<file path="src/rtl/convclk_pkg.sv">
package convclk_pkg;
    typedef enum logic [1:0] {
        ST_INT    = 2'd0,
        ST_TO_EXT = 2'd1,
        ST_EXT    = 2'd2,
        ST_TO_INT = 2'd3
    } src_state_t;
endpackage

</file>
<file path="src/rtl/convclk_sync.sv">
module convclk_sync #(
    parameter int STAGES = 2
) (
    input  logic clk,
    input  logic rst_n,
    input  logic d,
    output logic q
);
    logic [STAGES-1:0] chain;

    always_ff @(posedge clk or negedge rst_n) begin
        if (!rst_n) chain <= '0;
        else        chain <= {chain[STAGES-2:0], d};
    end

    assign q = chain[STAGES-1];
endmodule

</file>
<file path="src/rtl/convclk_presence.sv">
module convclk_presence #(
    parameter int WIN_CYC = 100
) (
    input  logic clk,
    input  logic rst_n,
    input  logic pin_s,
    output logic pin_fall,
    output logic win_end,
    output logic present
);
    localparam int CW = $clog2(WIN_CYC);

    logic          pin_d;
    logic          pin_rise;
    logic [CW-1:0] win_cnt;
    logic          seen;
    logic          win_hit;
    logic          last_hit;

    assign pin_rise = pin_s & ~pin_d;
    assign pin_fall = ~pin_s & pin_d;
    assign win_end  = (win_cnt == CW'(WIN_CYC - 1));
    assign win_hit  = seen | pin_rise;

    always_ff @(posedge clk or negedge rst_n) begin
        if (!rst_n) begin
            pin_d    <= 1'b0;
            win_cnt  <= '0;
            seen     <= 1'b0;
            last_hit <= 1'b0;
            present  <= 1'b0;
        end else begin
            pin_d <= pin_s;
            if (win_end) begin
                win_cnt  <= '0;
                seen     <= 1'b0;
                last_hit <= win_hit;
                if (win_hit == last_hit) present <= win_hit;
            end else begin
                win_cnt <= win_cnt + 1'b1;
                if (pin_rise) seen <= 1'b1;
            end
        end
    end
endmodule

</file>
<file path="src/rtl/convclk_switch_fsm.sv">
module convclk_switch_fsm
    import convclk_pkg::*;
#(
    parameter int OSC_WAKE = 4
) (
    input  logic clk,
    input  logic rst_n,
    input  logic present,
    input  logic conv_idle,
    input  logic ext_fall,
    output logic int_osc_en,
    output logic int_gate_en,
    output logic ext_gate_en
);
    localparam int WW = $clog2(OSC_WAKE + 1);

    src_state_t    state, state_nx;
    logic [WW-1:0] wake_cnt;
    logic          wake_done;

    assign wake_done = (wake_cnt == WW'(OSC_WAKE - 1));

    always_ff @(posedge clk or negedge rst_n) begin
        if (!rst_n) begin
            state    <= ST_INT;
            wake_cnt <= '0;
        end else begin
            state <= state_nx;
            if (state == ST_TO_INT) wake_cnt <= wake_cnt + 1'b1;
            else                    wake_cnt <= '0;
        end
    end

    always_comb begin
        state_nx = state;
        unique case (state)
            ST_INT:    if (present && conv_idle) state_nx = ST_TO_EXT;
            ST_TO_EXT: begin
                if (!present || !conv_idle) state_nx = ST_INT;
                else if (ext_fall)          state_nx = ST_EXT;
            end
            ST_EXT:    if (!present && conv_idle) state_nx = ST_TO_INT;
            ST_TO_INT: if (wake_done) state_nx = ST_INT;
        endcase
    end

    always_comb begin
        int_osc_en  = 1'b1;
        int_gate_en = 1'b0;
        ext_gate_en = 1'b0;
        unique case (state)
            ST_INT:    int_gate_en = 1'b1;
            ST_TO_EXT: ;
            ST_EXT: begin
                ext_gate_en = 1'b1;
                int_osc_en  = 1'b0;
            end
            ST_TO_INT: ;
        endcase
    end
endmodule

</file>
<file path="src/rtl/convclk_src_sel.sv">
module convclk_src_sel #(
    parameter int REF_HZ     = 1_000_000,
    parameter int MIN_EXT_HZ = 10_000,
    parameter int SYNC_STG   = 2,
    parameter int OSC_WAKE   = 4
) (
    input  logic clk_ref,
    input  logic rst_n,
    input  logic ext_clk_pin,
    input  logic conv_idle,
    output logic int_osc_en,
    output logic int_gate_en,
    output logic ext_gate_en,
    output logic ext_detected
);
    localparam int WIN_CYC = REF_HZ / MIN_EXT_HZ;

    logic pin_s;
    logic ext_fall;
    logic win_end;

    convclk_sync #(.STAGES(SYNC_STG)) u_sync (
        .clk   (clk_ref),
        .rst_n (rst_n),
        .d     (ext_clk_pin),
        .q     (pin_s)
    );

    convclk_presence #(.WIN_CYC(WIN_CYC)) u_presence (
        .clk      (clk_ref),
        .rst_n    (rst_n),
        .pin_s    (pin_s),
        .pin_fall (ext_fall),
        .win_end  (win_end),
        .present  (ext_detected)
    );

    convclk_switch_fsm #(.OSC_WAKE(OSC_WAKE)) u_fsm (
        .clk         (clk_ref),
        .rst_n       (rst_n),
        .present     (ext_detected),
        .conv_idle   (conv_idle),
        .ext_fall    (ext_fall),
        .int_osc_en  (int_osc_en),
        .int_gate_en (int_gate_en),
        .ext_gate_en (ext_gate_en)
    );
endmodule

</file>
<file path="config.mk">
export PLATFORM = sky130hd
export DESIGN_NAME = convclk_src_sel
export DESIGN_NICKNAME = d
export VERILOG_FILES = /design/src/rtl/convclk_pkg.sv /design/src/rtl/convclk_sync.sv /design/src/rtl/convclk_presence.sv /design/src/rtl/convclk_switch_fsm.sv /design/src/rtl/convclk_src_sel.sv
export SDC_FILE = /design/constraint.sdc
export NUM_CORES = 1
export LEC_CHECK = 0
export CAP_MARGIN = 15
export CELL_PAD_IN_SITES_DETAIL_PLACEMENT = 2
export CELL_PAD_IN_SITES_GLOBAL_PLACEMENT = 2
export CORE_AREA = 2 2 51 53
export CTS_BUF_LIST = sky130_fd_sc_hd__clkbuf_8
export DETAILED_ROUTE_END_ITERATION = 10
export DIE_AREA = 0 0 53 55
export HOLD_SLACK_MARGIN = 0.1
export PLACE_DENSITY_LB_ADDON = 0.1
export SYNTH_ARGS = -nofsm -noshare
export SYNTH_HDL_FRONTEND = slang
export SYNTH_SLANG_ARGS = --single-unit
</file>
<file path="constraint.sdc">
create_clock -name clk_ref -period 1.1 [get_ports clk_ref]
set_input_delay 0.165 -clock clk_ref [delete_from_list [all_inputs] [get_ports clk_ref]]
set_output_delay 0.165 -clock clk_ref [all_outputs]
set_load 0.05 [all_outputs]
</file>
After elaboration in Yosys (flattened, before gate mapping)
Cells that the tools add are included.

operators by class
  shift operators = 0
  bitwise operators = 5
  div/mod/pow operators = 0
  mux-type cells = 13
  order comparisons = 0
  add/sub/neg operators = 2
  $mul = 0
  equality and inequality tests = 10
  reduce and logical (&&, ||, !) cells = 9

operators with widths
  kind                                                 number
  2-to-1 mux 2 bit                                     5
  one-hot mux 2 bit (4 select lines)                   1
  adder 7 x 1 -> 7 bit, second input constant          1
  equality test 7 bit, second input constant           1
  2-to-1 mux 7 bit                                     1
  != test 2 x 1 -> 1 bit, second input constant        3
  2-to-1 mux 1 bit                                     5
  equality test 2 bit, second input constant           2
  AND reduction 4 bit                                  1
  adder 3 x 1 -> 3 bit, second input constant          1
  equality test 3 x 2 -> 1 bit, second input constant  1
  2-to-1 mux 3 bit                                     1
  != test 3 x 2 -> 1 bit, second input constant        1
  AND 1 bit                                            2
  equality test 2 x 1 -> 1 bit, second input constant  1
  logical AND 1 bit                                    2
  zero test 1 bit                                      2
  zero test 2 bit                                      1
  inverter 1 bit                                       2
  AND reduction 2 bit                                  1
  nonzero test 2 bit                                   1
  equality test 1 bit                                  1
  logical OR 1 bit                                     1
  OR 1 bit                                             1

word-level totals
  input bits = 4
  word-level logic and storage cells = 47
  bits in latches = 0
  memory bits (writable) = 0
  memories kept = 0
  ROM bits = 0
  output and inout port bits = 4
  flip-flop bits (word level) = 18

Depth between registers and ports, before layout
Gate-level depths: netlist of the first run.

  depth in word-level cells = 5
  gate-level depth with buffers = 5
  mapped depth without buffers = 5

Modules after synthesis
Synthesis of the first run repeated with hierarchy kept, for this count alone.

second synthesis, totals
  cells, all modules = 71
  area total of the unflattened synthesis = 778.2 um^2

modules (own cells, without submodules)
  module              times used  area an instance (um^2)  cells each  sequential area each (um^2)
  convclk_presence    1           484.2                    45          275.3
  convclk_switch_fsm  1           244.0                    24          125.1
  convclk_sync        1           50.0                     2           50.0

Worst setup path after synthesis of the first run
Ideal clock, no wire load.

  path type = register to output
  start = reg u_fsm.state[0]
  end = out ext_gate_en
  data arrival time = 1270 ps
  required time = 935 ps
  buffers on the path = 0
  cell stages (with the launch flop) = 3
  slack = -335 ps
  path through = dfrtp_1 > nand2b_1 > inv_1

on the way
  longest elaborated chain between the ends = 2

RTL lines
  what                    RTL line                  RTL
  start, declared         convclk_switch_fsm.sv:17  src_state_t state, state_nx;
  start signal, assigned  convclk_switch_fsm.sv:28  state <= state_nx;
  equality test 2 bit     convclk_switch_fsm.sv:51  unique case (state)
  2-to-1 mux 1 bit        convclk_switch_fsm.sv:51
  end, declared           convclk_src_sel.sv:13     output logic ext_gate_en,

Every way passes these cells.

Final worst setup path of the first run
  start = reg u_presence.win_cnt[1]
  end = reg u_presence.last_hit

on the way
  longest elaborated chain between the ends = 1

RTL lines
  what                    RTL line                RTL
  start, declared         convclk_presence.sv:15  logic [CW-1:0] win_cnt;
  start signal, assigned  convclk_presence.sv:40  win_cnt <= win_cnt + 1'b1;
  equality test 7 bit     convclk_presence.sv:22  assign win_end = (win_cnt == CW'(WIN_CYC - 1));
  end signal, assigned    convclk_presence.sv:37  last_hit <= win_hit;
  end, declared           convclk_presence.sv:18  logic last_hit;

Every way passes these cells.
A chain may end at the register's enable or synchronous reset.

==> flow_metrics.tcl, run 1 <==
set metrics [dict create \
    tritoncts "yes" \
    antenna_cells 0 \
    async_reset_ff_share_pct 100 \
    ios 8 \
    grt_pass1_vias 597 \
    hp-class "in2async" \
    num-fill-cells 243 \
    syn_area_sq_um 758 \
    p_seq_share_pct 53.8 \
    grt_pass1_wl_mm 3.13 \
    drtAntennaViolNets 0 \
    drv_cap 0 \
    path_class "reg2reg" \
    grt.total_usage_pct 16.1 \
    switchingPower_mw 0.247 \
    violations "setup timing" \
    ctsHoldBuffers 0 \
    min_period_ns 1.29 \
    clkPwrFrac_pct 43.8 \
    layout_worst_path_cycle_share_pct 118 \
    cp_max_fo 4 \
    synthCells 65 \
    vdd_drop_max_mv 1.13 \
    fin_cells 123 \
    met1_usage_pct 20.7 \
    setup_tns_ns -1.55 \
    core.rowCount 18 \
    synthFlopType "dfrtp_1" \
    cts_root_buf "clkbuf_8" \
    die_w_um 53 \
    drive_gt1_share_pct 50.5 \
    final_max_slew_viol_count 0 \
    hold_slack_ns 0.249 \
    fin_worst_skew_ns 0.00594 \
    initial_core_util_pct 32.1 \
    cts-buffers-inserted 3 \
    synth_commonest_cells "18 x dfrtp_1, 7 x nor2_1, 4 x inv_1, 4 x nand2_1" \
    place_congestion 0.698 \
    grt_max_degree 19 \
    drc_errors 0 \
    ys_warn_count 0 \
    final_nets 101 \
    swShare_pct 19.8 \
    synth.most_common_cell "dfrtp_1" \
    io_buffers 7 \
    placed_cells 112 \
    synth_seq_area_share_pct 59.4 \
    final_area_sq_mm 0.00123 \
    outcome "finished with violations" \
    clk_pin_slew_ns 0.07 \
    vias 587 \
    synth-seq-cells 18 \
    wl_per_cell_um 16.8 \
    fp.dieArea_sq_mm 0.00292 \
    h-tree-depth 1 \
    finalPower_mw 1.24 \
    drt-initial-drc-count 1 \
    dr.pass1.iters 4 \
    rsz0062_at_grt "true" \
    synth_edf_count 0 \
    area_growth_pct 61.7 \
    placed_area_sq_mm 0.00102 \
    worstSkewPairLatency_ns 0.25 \
    dieHeight_um 55 \
    final.setup.worst_slack_ns -0.193 \
    coreArea_sq_mm 0.00236 \
    busiest_layer "met2" \
    clock-sinks 18 \
    cts_max_path_buffers 2 \
    grt.met3_usage_pct 4.03 \
    worst_pin_slew_ns 0.496 \
    arrival_ns 1.46 \
    antenna_found_initial 0 \
    cp_data_required_time_ns 1.26 \
    crit_path_end_kind "flip-flop" \
    gr-usage-met2_pct 25.4 \
    hpwl_mm 1.26 \
    finalSetupViolations 11 \
    synth_top_area_share_pct 59.4 \
    multi_input_area_sq_um 405 \
    syn_avg_cell_area_sq_um 11.7 \
    internal_power_mw 0.998 \
    vias_per_cell 4.77 \
    power_density_mw_per_mm2 1020 \
    max_freq_mhz 773 \
    yosys.cell_types.count 25 \
    drt-total-wl_mm 2.07 \
    hold_viol 0 \
    synth_largest_area_cell "dfrtp_1" \
    p_leak_nw 0.511 \
    cp-start-kind "flip-flop" \
    gr-total-overflow 0 \
    syn_nets 72 \
    relSlewSlack_pct 66.9 \
    register_area_sq_um 455 \
    pwr-share-comb_pct 2.4 \
    synthTopCellsByArea "dfrtp_1 59%, ha_1 5.0%, nor2_1 3.5%" \
]
[repair_timing]
item,4_1_cts,5_1_grt
pin swaps,4,7
resized for setup,11,11
setup endpoints to repair,12,13
setup buffers,3,4
[cells by family after synthesis]
group                      synth area share, %
AOI/OAI and AO/OA                         8.58
xor gates and xnor gates                  3.47
adders and majority gates                 4.95
buffers and inverters                     1.98
DFF                                       59.4
muxes                                     2.64
and+or+nand+nor                           19.0
[critical path, cell delays in order, from the launching register on]
cell	delay [ns]
dfrtp_1	0.40
ha_4	0.17
nand4bb_4	0.17
nor2_4	0.20
mux2i_1	0.25
[final timing paths]
path / from / to / slack, ns / depth (start not counted)
min in group clk_ref: ext_clk_pin / u_sync.chain[0] / 0.35 / 1
hold reg to reg: u_sync.chain[0] / u_sync.chain[1] / 0.35 / 0
setup reg to reg: u_presence.win_cnt[1] / u_presence.last_hit / -0.19 / 4
max in group asynchronous: rst_n / u_fsm.state[0] / 0.63 / 2
setup / recovery: u_presence.win_cnt[1] / u_presence.last_hit / -0.19 / 4
hold / removal: rst_n / u_presence.win_cnt[2] / 0.25 / 2
[per-stage QoR]
stage / util (%) / worst slack [ns]
finish: 51.9 / -0.193
global placement: 43.1 / -0.0910
CTS: 48.8 / -0.227
detailed placement: 43.1 / -0.157
floorplan: - / -0.153
global route: 51.9 / -0.216
[cell type report]
type	count	share of cell area (%)
multi-input cells	43	33.1
inverters	4	1.53
repair buffers	24	20.7
clock buffers	4	4.49
flip-flops and latches	18	37.1
well taps	30	3.06
[per-layer routing]
metal  routed length, um  up-vias
met5                   0        -
met1                 955      299
met3                  49        2
li1                    -      279
met2                1040        7
met4                  29        0
[flip-flops by register name, summed over array words and instances (netlist names), named ones only]
register	flops
u_presence.last_hit	1
u_presence.seen	1
u_fsm.wake_cnt	3
u_presence.win_cnt	7
u_sync.chain	2
u_presence.pin_d	1
u_presence.present	1
u_fsm.state	1
[power by group through the flow]
stage               clock network [mW]  logic (mW)  registers [mW]
floorplan                            0     0.00236           0.682
global placement                     0      0.0305           0.682
detailed placement                   0      0.0307           0.683
CTS                              0.562      0.0309           0.670
global route                     0.589      0.0330           0.670
finish                           0.545      0.0301           0.670
[layout by cell type, fill, tap and decap left out, types with 2 or more instances in the layout]
| cell type | count |
|---|---|
| buf_4 | 15 |
| dfrtp_1 | 14 |
| nor2_4 | 5 |
| buf_12 | 5 |
| nand2_1 | 4 |
| dfrtp_2 | 4 |
| clkbuf_8 | 4 |
| xnor2_1 | 3 |
| nor2_1 | 3 |
| inv_1 | 3 |
| clkdlybuf4s50_1 | 3 |
| mux2i_1 | 2 |
| a31oi_1 | 2 |
| ha_4 | 2 |
(Power assumes the default switching activity.)
==> inputs of run 2 (changes only) <==
- ABC_CLOCK_PERIOD_IN_PS: default -> 1100
- CORE_AREA: 2 2 51 53 -> 2 2 52 54
- CTS_BUF_LIST: sky130_fd_sc_hd__clkbuf_8 -> sky130_fd_sc_hd__clkbuf_16
- DIE_AREA: 0 0 53 55 -> 0 0 54 56
- SKIP_LAST_GASP: default -> 1
==> run 2 against run 1 <==
Net effect:
- the flow still finishes with violations (setup timing)
- first-iteration DRC count did not move
- sequential power about the same
- global-route usage increased by 0.36 points
- clock skew fell by 0.0045 ns
- non-clock buffer count is 1 higher
- clock power rose by 37%
- clock-buffer cell count down 1
- utilization rose by 0.57 points
- routed wire length is 3.1% higher
- power up 16%
- die area rose by 3.7%
- cell count is 0.81% higher
- largest power group is now the clock network
==> flow_metrics.tcl, run 2 (same netlist as run 1, synthesis figures left out) <==
set metrics [dict create \
    r2r_end "u_presence.win_cnt[1]" \
    layout_worst_path_cycle_share_pct 113 \
    crit_path_end_kind "output pin" \
    grt_max_degree 19 \
    antenna_found_initial 0 \
    drv_cap 0 \
    drc_errors 0 \
    cts_root_buf "clkbuf_16" \
    max_freq_mhz 808 \
    dieHeight_um 56 \
    crit_path_top_delay_cell "dfrtp_2" \
    dr.pass1.iters 3 \
    vias 606 \
    vias_per_cell 4.89 \
    drt-total-wl_mm 2.13 \
    finalPower_mw 1.45 \
    io_buffers 7 \
    clk_pin_slew_ns 0.05 \
    p_leak_nw 0.522 \
    final_common_cell "dfrtp_1" \
    path_cells "nand2b_4 -> clkinvlp_4 -> buf_12" \
    ff2ff_setup_slack_ns -0.12 \
    crit_start "u_fsm.state[0]" \
    relSlewSlack_pct 74.8 \
    final_nets 102 \
    num-fill-cells 242 \
    outcome "finished with violations" \
    vdd_drop_max_mv 0.788 \
    ctsHoldBuffers 0 \
    clock-sinks 18 \
    worstSetupEndpoint "ext_gate_en" \
    ios 8 \
    grt.total_usage_pct 16.4 \
    arrival_ns 1.07 \
    gr-total-overflow 0 \
    grt_pass1_wl_mm 3.47 \
    setup_tns_ns -1.10 \
    cp-start-kind "flip-flop" \
    drtAntennaViolNets 0 \
    dp_worst_setup_slack_ns -0.137 \
    min_period_ns 1.24 \
    timing.rr.start "u_presence.win_cnt[0]" \
    cts-buffers-inserted 3 \
    hold_viol 0 \
    critPathMaxStageDelay_ns 0.43 \
    grt_pass1_vias 705 \
    wl_per_cell_um 17.2 \
    area_growth_pct 68.2 \
    finalSetupViolations 11 \
    final_max_slew_viol_count 0 \
    coreArea_sq_mm 0.00243 \
    path_class "reg2out" \
    violations "setup timing" \
    drt-initial-drc-count 1 \
    power_density_mw_per_mm2 1140 \
    final.setup.worst_slack_ns -0.138 \
    worstSkewPairLatency_ns 0.25 \
    tritoncts "yes" \
    worst_pin_slew_ns 0.378 \
    initial_core_util_pct 31.2 \
    drive_gt1_share_pct 54.3 \
    largest-register "u_presence.win_cnt" \
    antenna_cells 0 \
    cp_data_required_time_ns 0.94 \
    fin_worst_skew_ns 0.00142 \
    cts_max_path_buffers 2 \
    cp_max_fo 3 \
    h-tree-depth 1 \
    hpwl_mm 1.24 \
    place_congestion 0.689 \
    hp-class "in2async" \
    largest_registers "u_presence.win_cnt x7, u_fsm.wake_cnt x3, u_sync.chain x2" \
    worstRegToRegCells 5 \
    final_cell_mix "15 x dfrtp_1, 14 x buf_4, 4 x nand2_1, 4 x buf_12, 4 x buf_6" \
    rsz0062_at_grt "true" \
    die_w_um 54 \
    fp.dieArea_sq_mm 0.00302 \
    core.rowCount 18 \
    largest_reg_flops 7 \
]
-- run 2: changes by cell type in the layout (fill, tap and decap cells not counted), moves of 2 or more --
cell,before,now
clkbuf_8,4,0
buf_6,1,4
clkbuf_16,0,3
nor2_4,5,3
nor2_2,0,2
-- run 2: power by group --
part / internal (mW) / switching (mW) / leakage (nW)
Clock: 0.484 / 0.265 / 0.0385
Sequential: 0.668 / 0.00257 / 0.220
Combinational: 0.0138 / 0.0168 / 0.264
Total: 1.17 / 0.284 / 0.522
-- run 2: per-layer routing --
layer / share of wire, % / global-route usage, % / wire (um)
met5: 0 / 0 / 0
met4: 1.7 / 7.86 / 37
met3: 2.9 / 4.30 / 62
met2: 49 / 25.1 / 1050
met1: 46 / 21.1 / 988
-- run 2: layout make-up --
cell class	count	area (sq um)	share of cell area, %
clock buffers	3	75.1	5.89
repair buffers	25	260	20.4
flip-flops and latches	18	454	35.6
inverters	4	18.8	1.47
clock inverters	1	3.75	0.294
multi-input cells	43	425	33.4
well taps	30	37.5	2.94
-- run 2: per-stage QoR --
step	util (%)	cells	hold slack, ns	instance area (sq um)
floorplan	-	65	-0.131	797
global placement	41.9	112	0.332	1020
detailed placement	41.9	112	0.346	1020
CTS	48.9	122	0.269	1190
global route	52.4	124	0.274	1270
finish	52.4	124	0.253	1270
-- run 2: worst min path at each step --
stage | startpoint | end | slack (ns) | depth (start not counted)
floorplan | rst_n | asynchronous set/reset pin | -0.13 | 0
global placement | u_sync.chain[0] | u_sync.chain[1] | 0.33 | 0
detailed placement | u_sync.chain[0] | u_sync.chain[1] | 0.35 | 0
CTS | rst_n | u_fsm.wake_cnt[2] | 0.27 | 2
global route | rst_n | asynchronous set/reset pin | 0.27 | 2
finish | rst_n | asynchronous set/reset pin | 0.25 | 2
-- run 2: repair_timing --
action,in CTS,in global routing
resized for setup,15,13
buffers inserted,6,2
endpoints found under the setup margin,12,14
pin swaps,3,6
-- run 2: critical path: cells and delay by family, from the launching register on --
family | cells | cell delay (ns)
buf+inv | 2 | 0.22
simple gates | 1 | 0.18
flops | 1 | 0.43
==> inputs of run 3 (changes only) <==
- ABC_AREA: default -> 1
- CORE_AREA: 2 2 52 54 -> 2 2 55 57
- DIE_AREA: 0 0 54 56 -> 0 0 57 59
- GPL_ROUTABILITY_DRIVEN: default -> 1
==> run 3 against run 2 <==
Net effect:
- combinational power grew 21%
- the flow still finishes with violations (setup timing)
- clock-buffer cell count stayed put
- critical endpoint is now int_osc_en
- routed wire length up 2.9%
- synthesized cell count rose by 43%
- global-route usage shrank 2.2 points
- die area is 11% higher
- clock skew is 0.0012 ns higher
- via count grew 16%
- cell count is 27% higher
- maximum frequency shrank 4.6%
- sequential power about the same
- largest cell class unchanged
- highest routed layer unchanged
==> flow_metrics.tcl, run 3 <==
set metrics [dict create \
    cts_max_path_buffers 2 \
    die_w_um 57 \
    placed_area_sq_mm 0.00107 \
    syn_area_sq_um 782 \
    violations "setup timing" \
    synth_top_area_share_pct 57.6 \
    io_buffers 7 \
    synth_seq_area_share_pct 57.6 \
    crit_path_end_kind "output pin" \
    drive_gt1_share_pct 50.0 \
    clk_pin_slew_ns 0.05 \
    relSlewSlack_pct 67.0 \
    syn_nets 100 \
    layout_worst_path_cycle_share_pct 118 \
    final_common_cell "nand2_1" \
    gr-total-overflow 0 \
    outcome "finished with violations" \
    place_congestion 0.713 \
    synthFlopType "dfrtp_1" \
    antenna_found_initial 0 \
    rsz0062_at_grt "true" \
    fin_worst_skew_ns 0.00262 \
    synthTopCellsByArea "dfrtp_1 58%, nand2_1 9.6%, nor2_1 9.1%" \
    synth_commonest_cells "20 x nand2_1, 19 x nor2_1, 18 x dfrtp_1, 18 x inv_1, 6 x o21ai_0" \
    yosys.cell_types.count 11 \
    register_area_sq_um 454 \
    largest_registers "u_presence.win_cnt x7, u_fsm.wake_cnt x3, u_sync.chain x2" \
    grt_pass1_wl_mm 3.57 \
    cts-buffers-inserted 3 \
    dieHeight_um 59 \
    largest_reg_flops 7 \
    area_growth_pct 74.7 \
    synth-seq-cells 18 \
    ios 8 \
    fp.dieArea_sq_mm 0.00336 \
    coreArea_sq_mm 0.00271 \
    vias 704 \
    finalPower_mw 1.43 \
    worst_pin_slew_ns 0.494 \
    core.rowCount 19 \
    cp-start-kind "flip-flop" \
    hp-class "in2async" \
    synth.most_common_cell "nand2_1" \
    power_density_mw_per_mm2 1050 \
    largest-register "u_presence.win_cnt" \
    vias_per_cell 4.48 \
    grt.total_usage_pct 14.2 \
    async_reset_ff_share_pct 100 \
    path_class "reg2out" \
    hold_viol 0 \
    synth_largest_area_cell "dfrtp_1" \
    finalSetupViolations 10 \
    setup_tns_ns -0.990 \
    min_period_ns 1.30 \
    synth_edf_count 0 \
    num-fill-cells 289 \
    timing.rr.start "u_fsm.wake_cnt[0]" \
    ff2ff_setup_slack_ns -0.18 \
    final_cell_mix "17 x nand2_1, 16 x buf_4, 15 x dfrtp_1" \
    critPathMaxStageDelay_ns 0.46 \
    ctsHoldBuffers 0 \
    clock-sinks 18 \
    crit_path_top_delay_cell "dfrtp_2" \
    crit_start "u_fsm.state[0]" \
    multi_input_area_sq_um 413 \
    final_area_sq_mm 0.00137 \
    cp_max_fo 5 \
    hpwl_mm 1.46 \
    dr.pass1.iters 3 \
    initial_core_util_pct 28.9 \
    grt_pass1_vias 824 \
    drt-initial-drc-count 12 \
    h-tree-depth 1 \
    max_freq_mhz 770 \
    cp_data_required_time_ns 0.94 \
    arrival_ns 1.13 \
    drc_errors 0 \
    synthCells 93 \
    syn_avg_cell_area_sq_um 8.41 \
    grt_max_degree 19 \
    final_max_slew_viol_count 0 \
    ys_warn_count 0 \
    hold_slack_ns 0.260 \
    tritoncts "yes" \
    drtAntennaViolNets 0 \
    vdd_drop_max_mv 0.755 \
    p_leak_nw 0.665 \
    drv_cap 0 \
    cts_root_buf "clkbuf_16" \
    antenna_cells 0 \
    path_cells "nor2_4 -> buf_6 -> inv_4 -> buf_12" \
    final.setup.worst_slack_ns -0.198 \
    wl_per_cell_um 14.0 \
    drt-total-wl_mm 2.20 \
    worstSkewPairLatency_ns 0.25 \
    final_nets 134 \
]
run 3: changes by cell type in the layout (fill, tap and decap cells not counted), moves of 3 or more:
cell	delta
inv_1	+8
inv_2	+5
o21ai_2	+3
nor2_1	+6
nand2_1	+13
nor2_4	+4
run 3: timing repair:
action	in CTS	in global routing
pin swaps	8	12
endpoints found under the setup margin	12	16
gates resized for setup	28	23
setup buffers	6	3
run 3: worst max-delay path: cells and delay by family (launching register included):
kind	cells	cell delay, ns
buffers and inverters	3	0.28
DFF	1	0.46
and+or+nand+nor	1	0.14
run 3: path summary, 6_finish.rpt:
path,to,cells after the start
max,int_osc_en,4
min,u_presence.win_cnt[3],2
max reg2reg,flip-flop,9
min reg2reg,u_sync.chain[1],0
max in group asynchronous,asynchronous set/reset pin,2
min in group clk_ref,u_sync.chain[1],0
run 3: stage by stage:
step                setup slack, ns  util (%)  cells
floorplan                    -0.135         -     93
global placement             -0.206      39.5    145
detailed placement           -0.274      39.5    145
CTS                          -0.239      47.1    155
global route                 -0.262      50.4    157
finish                       -0.198      50.4    157
run 3: area by class of cell:
cell class                 instances  share of cell area [%]
clock inverter                     1                   0.275
inverter                          18                    5.49
clock buffer                       3                    5.49
tap                               31                    2.84
sequential                        18                    33.2
multi-input combinational         57                    30.2
timing repair buffer              29                    22.4
run 3: kinds of logic (layout without fill, tap and decap cells):
group | Yosys count | count (layout) | synth area share (%)
AO/OA/AOI/OAI | 8 | 8 | 5.12
flip-flops | 18 | 18 | 57.6
buffers and inverters | 18 | 51 | 8.64
XOR/XNOR | 1 | 1 | 1.12
AND/OR/NAND/NOR | 45 | 45 | 22.7
adder cells (fa/ha/maj) | 3 | 3 | 4.80
run 3: where the power goes:
| group | switching, mW | internal [mW] | total, mW |
|---|---|---|---|
| clock network | 0.243 | 0.483 | 0.726 |
| logic | 0.0194 | 0.0177 | 0.0371 |
| registers | 0.00230 | 0.668 | 0.670 |
run 3: metal layers:
layer / GRT usage [%] / vias to the layer above / routed length (um)
li1: - / 347 / -
met1: 16.3 / 349 / 912
met2: 25.5 / 6 / 1210
met3: 3.49 / 2 / 52
met4: 5.98 / 0 / 16
met5: 0 / - / 0
